## src/rtl/mdr_pkg.sv

```systemverilog
package mdr_pkg;
  localparam int unsigned MDR_WORD_W = 59;

  typedef enum logic [1:0] {
    UPD_HOLD  = 2'd0,
    UPD_MERGE = 2'd1,
    UPD_CLEAR = 2'd2
  } mdr_upd_e;
endpackage

```

## src/rtl/mdr_sense_gate.sv

```systemverilog
module mdr_sense_gate #(
  parameter int unsigned WIDTH = mdr_pkg::MDR_WORD_W
) (
  input  logic [WIDTH-1:0] sense_bits,
  input  logic             strobe_win,
  input  logic             inhibit,
  output logic [WIDTH-1:0] set_mask
);
  logic qualify;
  assign qualify = strobe_win & ~inhibit;

  for (genvar i = 0; i < WIDTH; i++) begin : g_bit
    assign set_mask[i] = sense_bits[i] & qualify;
  end
endmodule

```

## src/rtl/mdr_word_reg.sv

```systemverilog
module mdr_word_reg
  import mdr_pkg::*;
#(
  parameter int unsigned WIDTH = MDR_WORD_W
) (
  input  logic             clk,
  input  logic             rst,
  input  logic             host_clear,
  input  logic             host_load,
  input  logic [WIDTH-1:0] host_word,
  input  logic [WIDTH-1:0] set_mask,
  output logic [WIDTH-1:0] q
);
  mdr_upd_e        upd;
  logic [WIDTH-1:0] merge_in;

  assign merge_in = set_mask | (host_load ? host_word : '0);

  always_comb begin
    if (host_clear)       upd = UPD_CLEAR;
    else if (|merge_in)   upd = UPD_MERGE;
    else                  upd = UPD_HOLD;
  end

  always_ff @(posedge clk) begin
    if (rst) begin
      q <= '0;
    end else begin
      unique case (upd)
        UPD_CLEAR: q <= '0;
        UPD_MERGE: q <= q | merge_in;
        default:   q <= q;
      endcase
    end
  end
endmodule

```

## src/rtl/mdr_restore_drv.sv

```systemverilog
module mdr_restore_drv #(
  parameter int unsigned WIDTH = mdr_pkg::MDR_WORD_W
) (
  input  logic [WIDTH-1:0] q,
  input  logic             digit_win,
  output logic [WIDTH-1:0] restore_en
);
  for (genvar i = 0; i < WIDTH; i++) begin : g_bit
    assign restore_en[i] = q[i] & digit_win;
  end
endmodule

```

## src/rtl/mdr_top.sv

```systemverilog
module mdr_top #(
  parameter int unsigned WIDTH = mdr_pkg::MDR_WORD_W
) (
  input  logic             clk,
  input  logic             rst,
  input  logic             host_clear,
  input  logic             host_load,
  input  logic [WIDTH-1:0] host_word,
  input  logic [WIDTH-1:0] sense_bits,
  input  logic             strobe_win,
  input  logic             inhibit,
  input  logic             digit_win,
  output logic [WIDTH-1:0] rd_word,
  output logic [WIDTH-1:0] restore_en
);
  logic [WIDTH-1:0] set_mask;
  logic [WIDTH-1:0] q;

  mdr_sense_gate #(.WIDTH(WIDTH)) u_gate (
    .sense_bits(sense_bits),
    .strobe_win(strobe_win),
    .inhibit   (inhibit),
    .set_mask  (set_mask)
  );

  mdr_word_reg #(.WIDTH(WIDTH)) u_reg (
    .clk       (clk),
    .rst       (rst),
    .host_clear(host_clear),
    .host_load (host_load),
    .host_word (host_word),
    .set_mask  (set_mask),
    .q         (q)
  );

  mdr_restore_drv #(.WIDTH(WIDTH)) u_drv (
    .q         (q),
    .digit_win (digit_win),
    .restore_en(restore_en)
  );

  assign rd_word = q;
endmodule

```

## config.mk

```make
export PLATFORM = sky130hd
export DESIGN_NAME = mdr_top
export DESIGN_NICKNAME = d
export VERILOG_FILES = /design/src/rtl/mdr_pkg.sv /design/src/rtl/mdr_sense_gate.sv /design/src/rtl/mdr_word_reg.sv /design/src/rtl/mdr_restore_drv.sv /design/src/rtl/mdr_top.sv
export SDC_FILE = /design/constraint.sdc
export NUM_CORES = 1
export LEC_CHECK = 0
export ABC_CLOCK_PERIOD_IN_PS = 3600
export BUFFER_PORTS_ARGS = -buffer_cell sky130_fd_sc_hd__buf_2
export CORE_AREA = 5 5 90 92
export CTS_BUF_LIST = sky130_fd_sc_hd__clkbuf_8
export CTS_CLUSTER_SIZE = 16
export DETAILED_ROUTE_END_ITERATION = 16
export DIE_AREA = 0 0 95 97
export PLACE_DENSITY = 0.82
export SLEW_MARGIN = 30
export SYNTH_ARGS = -nofsm -noshare
export SYNTH_HDL_FRONTEND = slang
export SYNTH_SLANG_ARGS = --single-unit
```

## constraint.sdc

```tcl
create_clock -name clk -period 3.6 [get_ports clk]
set_clock_uncertainty 0.2 [all_clocks]
set_input_delay 0.72 -clock clk [delete_from_list [all_inputs] [get_ports clk]]
set_output_delay 0.72 -clock clk [all_outputs]
set_load 0.01 [all_outputs]
```

# ---- After elaboration in Yosys (flattened, before gate mapping)
# Index checks and enable logic that the tools add are counted.
dict set report totals {
  regBits 59
  in_bits 125
  out_inout_bits 118
  wordCells 131
}
dict set report op_classes {
  bitwise 122
  n_reduce_logical 2
  muxes 4
  n_eq_ne 2
}
# operator n
set ops {}
lappend ops {{$and 1x1->1} 119}
lappend ops {{$or 59x59->59} 2}
lappend ops {{$pmux 59 s2} 1}
lappend ops {{$mux 59} 1}
lappend ops {{$reduce_or 59->1} 1}
lappend ops {{$eq 2x1->1 const B} 1}
lappend ops {{$eq 2x2->1 const B} 1}
lappend ops {{$mux 2} 1}
lappend ops {{$reduce_bool 2->1} 1}
lappend ops {{$mux 1} 1}
lappend ops {{$not 1->1} 1}

# ---- Logic depth before layout (Yosys ltp)
dict set report depth {
  depth_word 9
  mapped_depth 5
  ltp_nobuf 2
}

# ---- Hierarchy
# A second synthesis with hierarchy kept.
dict set report unflattened {
  cells_unflattened 328
  area_unflattened_um2 2977.9
}
# module instances cells_per_inst seq_area_each_um2 area_each_um2
set modules_own_cells {}
lappend modules_own_cells {mdr_word_reg 1 192 1181.1 1939.4}
lappend modules_own_cells {mdr_sense_gate 1 71 0.0 606.8}
lappend modules_own_cells {mdr_restore_drv 1 65 0.0 431.7}

# ---- Least setup slack after synthesis
# Ideal clock, no wire load.
dict set report synth_timing {
  kind {input -> output}
  start {in digit_win}
  end {out restore_en[0]}
  stages 3
  path_slack_ps 1435
  t_required_ps 2680
  arrival_time_ps 1245
  path_buffers 2
  path_cell_list {clkbuf_2 -> clkbuf_1 -> and2_1}
}
dict set report synth_between {
  elab_chain_len 1
}
# item line
set synth_lines {}
lappend synth_lines {{from (decl)} mdr_top.sv:12} ;# input logic digit_win,
lappend synth_lines {{$and 1x1->1} mdr_restore_drv.sv:9} ;# assign restore_en[i] = q[i] & digit_win;
lappend synth_lines {{to (decl)} mdr_top.sv:14} ;# output logic [WIDTH-1:0] restore_en
# No other way between the ends.

# ---- Final worst setup path
dict set report layout_timing {
  start {in digit_win}
  end {out restore_en[11]}
}
# The elaborated chain is that of the path after synthesis.

==> report_table.html <==
<table>
<tr><th>Metric</th><th>Value</th></tr>
<tr><th colspan="2">Status</th></tr>
<tr><td>Result of the run</td><td>finished clean</td></tr>
<tr><th colspan="2">Timing</th></tr>
<tr><td>Maximum clock frequency</td><td>~380 MHz</td></tr>
<tr><td>Setup_tns</td><td>0 ps</td></tr>
<tr><td>Period utilization</td><td>between 70% and 80%</td></tr>
<tr><td>Post-route setup slack</td><td>992 ps</td></tr>
<tr><td>Fin. Hold Viols</td><td>0</td></tr>
<tr><td>Final Max Tran Viols</td><td>0</td></tr>
<tr><td>Final count of negative-setup-slack endpoints</td><td>0</td></tr>
<tr><td>Transition time of the tightest slew-check pin</td><td>803 ps</td></tr>
<tr><td>Post-layout min period</td><td>2610 ps</td></tr>
<tr><td>Unrepaired setup endpoints after global routing</td><td>false</td></tr>
<tr><td>Slew HR</td><td>46.5%</td></tr>
<tr><td>Fin Hold WS</td><td>between 300 and 400 ps</td></tr>
<tr><th colspan="2">Yosys</th></tr>
<tr><td>Multiplexer share of the synthesized area</td><td>0%</td></tr>
<tr><td>YS warnings</td><td>0</td></tr>
<tr><td>Post-Syn Nets</td><td>approximately 450</td></tr>
<tr><td>Mapped Cells</td><td>approximately 330</td></tr>
<tr><td>Area fraction in compound gates after synthesis</td><td>a little under a quarter</td></tr>
<tr><td>Top cells by area in the synthesized netlist</td><td>sky130_fd_sc_hd__dfxtp_1 (42%), sky130_fd_sc_hd__a21oi_1 (19%), sky130_fd_sc_hd__nand3b_1 (16%)</td></tr>
<tr><td>Area leader, netlist</td><td>sky130_fd_sc_hd__dfxtp_1</td></tr>
<tr><td>Post-synthesis average cell area</td><td>8.48 sq um</td></tr>
<tr><td>Post-synthesis share of cell area spent on and, or, nand and nor gates</td><td>between 20% and 30%</td></tr>
<tr><td>Post-Synthesis Cell Area</td><td>2790 sq um</td></tr>
<tr><td>Adder-cell area share of the yosys netlist</td><td>0%</td></tr>
<tr><td>Seq cells post-synth</td><td>59</td></tr>
<tr><td>Main combinational cell family by area after synthesis</td><td>simple AND/OR/NAND/NOR gates</td></tr>
<tr><td>Synth top area share</td><td>a little over two fifths</td></tr>
<tr><td>Sequential element share of the synthesized area</td><td>42.4%</td></tr>
<tr><td>XOR/XNOR share of the synthesized area</td><td>0%</td></tr>
<tr><td>Number of distinct library cells after synthesis</td><td>12</td></tr>
<tr><th colspan="2">GRT</th></tr>
<tr><td>Global-route wire length before repair</td><td>between 15,000 and 20,000 microns</td></tr>
<tr><td>Remaining global-route overflow</td><td>0</td></tr>
<tr><td>Maximum number of pins on one net before global-route repair</td><td>60</td></tr>
<tr><td>Global-route track usage on met1</td><td>a little over a fifth</td></tr>
<tr><td>Global-route usage over all layers</td><td>20.3%</td></tr>
<tr><td>Via count of the first global-routing pass</td><td>3,261</td></tr>
<tr><td>Routing usage on met3</td><td>around 6.4%</td></tr>
<tr><td>Initial antenna violation count</td><td>0</td></tr>
<tr><td>Global-route track usage on met2</td><td>a little over a third</td></tr>
<tr><td>GR peak layer</td><td>met2</td></tr>
<tr><th colspan="2">Worst setup path</th></tr>
<tr><td>Kind of end point of the critical path</td><td>output port</td></tr>
<tr><td>Ordered cell list for the critical path</td><td>buf_2 -&gt; and2_1 -&gt; buf_2</td></tr>
<tr><td>Crit path buffers/inverters</td><td>2</td></tr>
<tr><td>Library cell contributing the largest single delay on the critical path</td><td>sky130_fd_sc_hd__buf_2</td></tr>
<tr><td>CP dominant cell by count</td><td>sky130_fd_sc_hd__buf_2</td></tr>
<tr><td>Required time at the worst-slack endpoint</td><td>roughly 2700 ps</td></tr>
<tr><td>Worst EP arrival</td><td>roughly 1700 ps</td></tr>
<tr><td>Largest fanout on the critical path</td><td>roughly 60</td></tr>
<tr><td>Startpoint-to-endpoint class of the critical path</td><td>input pin to output port</td></tr>
<tr><td>Cell class contributing the biggest share of worst-path delay</td><td>buffers and inverters</td></tr>
<tr><td>Crit path launch type</td><td>input pin</td></tr>
<tr><td>Slowest stage delay, CP</td><td>590 ps</td></tr>
<tr><th colspan="2">Route</th></tr>
<tr><td>Number of antenna-violating nets in the routed design</td><td>0</td></tr>
<tr><td>DRC errors left</td><td>0</td></tr>
<tr><td>Per-cell via count in the routed design</td><td>between 4 and 5</td></tr>
<tr><td>Initial drt markers</td><td>80</td></tr>
<tr><td>First-pass iteration count of the detailed router</td><td>4</td></tr>
<tr><td>Final routed wire length divided by cell count</td><td>15.1 microns</td></tr>
<tr><td>Count of vias placed by the detailed router</td><td>between 3,000 and 4,000</td></tr>
<tr><td>Total wire length</td><td>roughly 9900 microns</td></tr>
<tr><th colspan="2">CTS</th></tr>
<tr><td># Post-CTS Setup Buffers</td><td>0</td></tr>
<tr><td>TritonCTS clock tree</td><td>built</td></tr>
<tr><td>Post_cts resized</td><td>0</td></tr>
<tr><td>Cell chosen for the clock root</td><td>sky130_fd_sc_hd__clkbuf_8</td></tr>
<tr><td>Number of buffers created by CTS</td><td>9</td></tr>
<tr><td>Clock-pin slew reported for the worst setup and hold paths after clock tree synthesis</td><td>60 ps</td></tr>
<tr><td># clock sinks</td><td>59</td></tr>
<tr><td>Maximum root-to-sink buffer count</td><td>2</td></tr>
<tr><td>H-tree Lvls</td><td>3</td></tr>
<tr><td>Clock latency at the later pin of the worst-skew pair</td><td>310 ps</td></tr>
<tr><td>CTS Hold Bufs</td><td>0</td></tr>
<tr><th colspan="2">Die</th></tr>
<tr><td>FP Rows</td><td>31</td></tr>
<tr><td>Horiz. Die Dim</td><td>around 95 microns</td></tr>
<tr><td>DIE AREA</td><td>roughly 9200 sq um</td></tr>
<tr><td>Initial cell density of the core</td><td>roughly two fifths</td></tr>
<tr><td>Placeable core region</td><td>a little over 7000 sq um</td></tr>
<tr><td>Die Height</td><td>97 microns</td></tr>
<tr><td>Top-Level Pins</td><td>approximately 240</td></tr>
<tr><th colspan="2">Power</th></tr>
<tr><td>Worst-case vdd ir drop</td><td>between 0.2 and 0.25 mV</td></tr>
<tr><td>Total power density per cell area</td><td>about 370 nW/um^2</td></tr>
<tr><td>Cell leakage power</td><td>about 2.1 nW</td></tr>
<tr><th colspan="2">Run</th></tr>
<tr><td>Max-cap check violation count</td><td>0</td></tr>
<tr><th colspan="2">Layout</th></tr>
<tr><td>Non-Filler Cell Area, Final</td><td>4170 sq um</td></tr>
<tr><td>Fraction of layout cells with a size suffix above 1</td><td>approximately half</td></tr>
<tr><td>Top reg by flops</td><td>u_reg.q</td></tr>
<tr><td>Synthesis-to-finish area growth</td><td>49.6%</td></tr>
<tr><td>Registers with the highest flip-flop counts</td><td>u_reg.q: 59 flops</td></tr>
<tr><td>Ant. Diodes</td><td>0</td></tr>
<tr><td>Net count of the finished layout</td><td>just under 700</td></tr>
<tr><td>Final core utilization</td><td>about three fifths</td></tr>
<tr><td>Max FFs per register</td><td>59</td></tr>
<tr><th colspan="2">Place</th></tr>
<tr><td>Weighted congestion at the end of routability-driven global placement</td><td>roughly 0.76</td></tr>
<tr><td>PortBufs</td><td>242</td></tr>
<tr><td>Placed wire-length estimate after detailed placement</td><td>7360 microns</td></tr>
<tr><td>Pre-CTS setup slack</td><td>990 ps</td></tr>
<tr><td>Post-Place Cell Area</td><td>approximately 4000 sq um</td></tr>
<tr><th colspan="2">Min path</th></tr>
<tr><td>Hold crit path type</td><td>flop to flop</td></tr>
</table>
[worst paths after layout]
check                                  end  slack, ps  depth (start not counted)                      from
setup / recovery            restore_en[11]        990                          3                 digit_win
hold / removal    u_reg.q[51]$_SDFFE_PP0P_        330                          2  u_reg.q[51]$_SDFFE_PP0P_
setup reg to reg  u_reg.q[53]$_SDFFE_PP0P_       2640                          2  u_reg.q[53]$_SDFFE_PP0P_
hold reg to reg   u_reg.q[51]$_SDFFE_PP0P_        330                          2  u_reg.q[51]$_SDFFE_PP0P_
[layout by cell type (no fill, tap or decap)]
master | synthesis | final
sky130_fd_sc_hd__a21oi_1 | 108 | 108
sky130_fd_sc_hd__buf_4 | 2 | 3
sky130_fd_sc_hd__dfxtp_1 | 59 | 59
sky130_fd_sc_hd__a21oi_2 | 10 | 10
sky130_fd_sc_hd__and2_1 | 59 | 59
sky130_fd_sc_hd__or2_2 | 0 | 1
sky130_fd_sc_hd__clkinv_2 | 0 | 1
sky130_fd_sc_hd__buf_2 | 7 | 241
sky130_fd_sc_hd__inv_1 | 0 | 2
sky130_fd_sc_hd__nand3b_1 | 59 | 59
sky130_fd_sc_hd__clkbuf_8 | 0 | 13
[report_power, final]
group	total [mW]	leakage (nW)	switching [mW]	internal, mW
clock	0.558	0.108	0.238	0.319
combinational	0.273	1.54	0.142	0.132
sequential	0.707	0.483	0.0226	0.684
total	1.54	2.13	0.403	1.14
[area by class of cell]
class	instances	area, sq um
multi-input combinational	237	1450
sequential	59	1180
tap	99	124
clock buffer	13	179
clock inverter	3	12.5
fill	696	2970
timing repair buffer	244	1230
[metal layers]
layer  share of wire [%]  vias to the layer above
met5                   0                        -
met4                 3.2                        0
met3                 9.2                       28
met2                  50                      177
met1                  37                     1484
li1                    -                     1584
[worst min-delay path, delay by kind of cell (launching register included)]
kind / cells / cell delay [ps]
flops: 1 / 330
compound gates: 2 / 170
[Yosys cell counts]
library cell and number:
sky130_fd_sc_hd__a21oi_2 10, sky130_fd_sc_hd__buf_4 2, sky130_fd_sc_hd__nand3b_1 59, sky130_fd_sc_hd__clkbuf_1 20, sky130_fd_sc_hd__dfxtp_1 59, sky130_fd_sc_hd__buf_2 7, sky130_fd_sc_hd__clkbuf_2 2, sky130_fd_sc_hd__and2_1 59
sky130_fd_sc_hd__buf_6 1, sky130_fd_sc_hd__or2_1 1, sky130_fd_sc_hd__a21oi_1 108, sky130_fd_sc_hd__buf_8 1
[cells by family after synthesis]
logic type | after synthesis
flip-flops | 59
buffers and inverters | 33
AO/OA/AOI/OAI | 118
AND/OR/NAND/NOR | 119
[stage by stage]
stage | cells | total power [mW]
floorplan | 329 | 0.862
CTS | 655 | 1.56
global route | 655 | 1.61
global placement | 639 | 0.988
detailed placement | 639 | 0.996
finish | 655 | 1.54
Note: power is estimated with default switching activity, not from simulation.
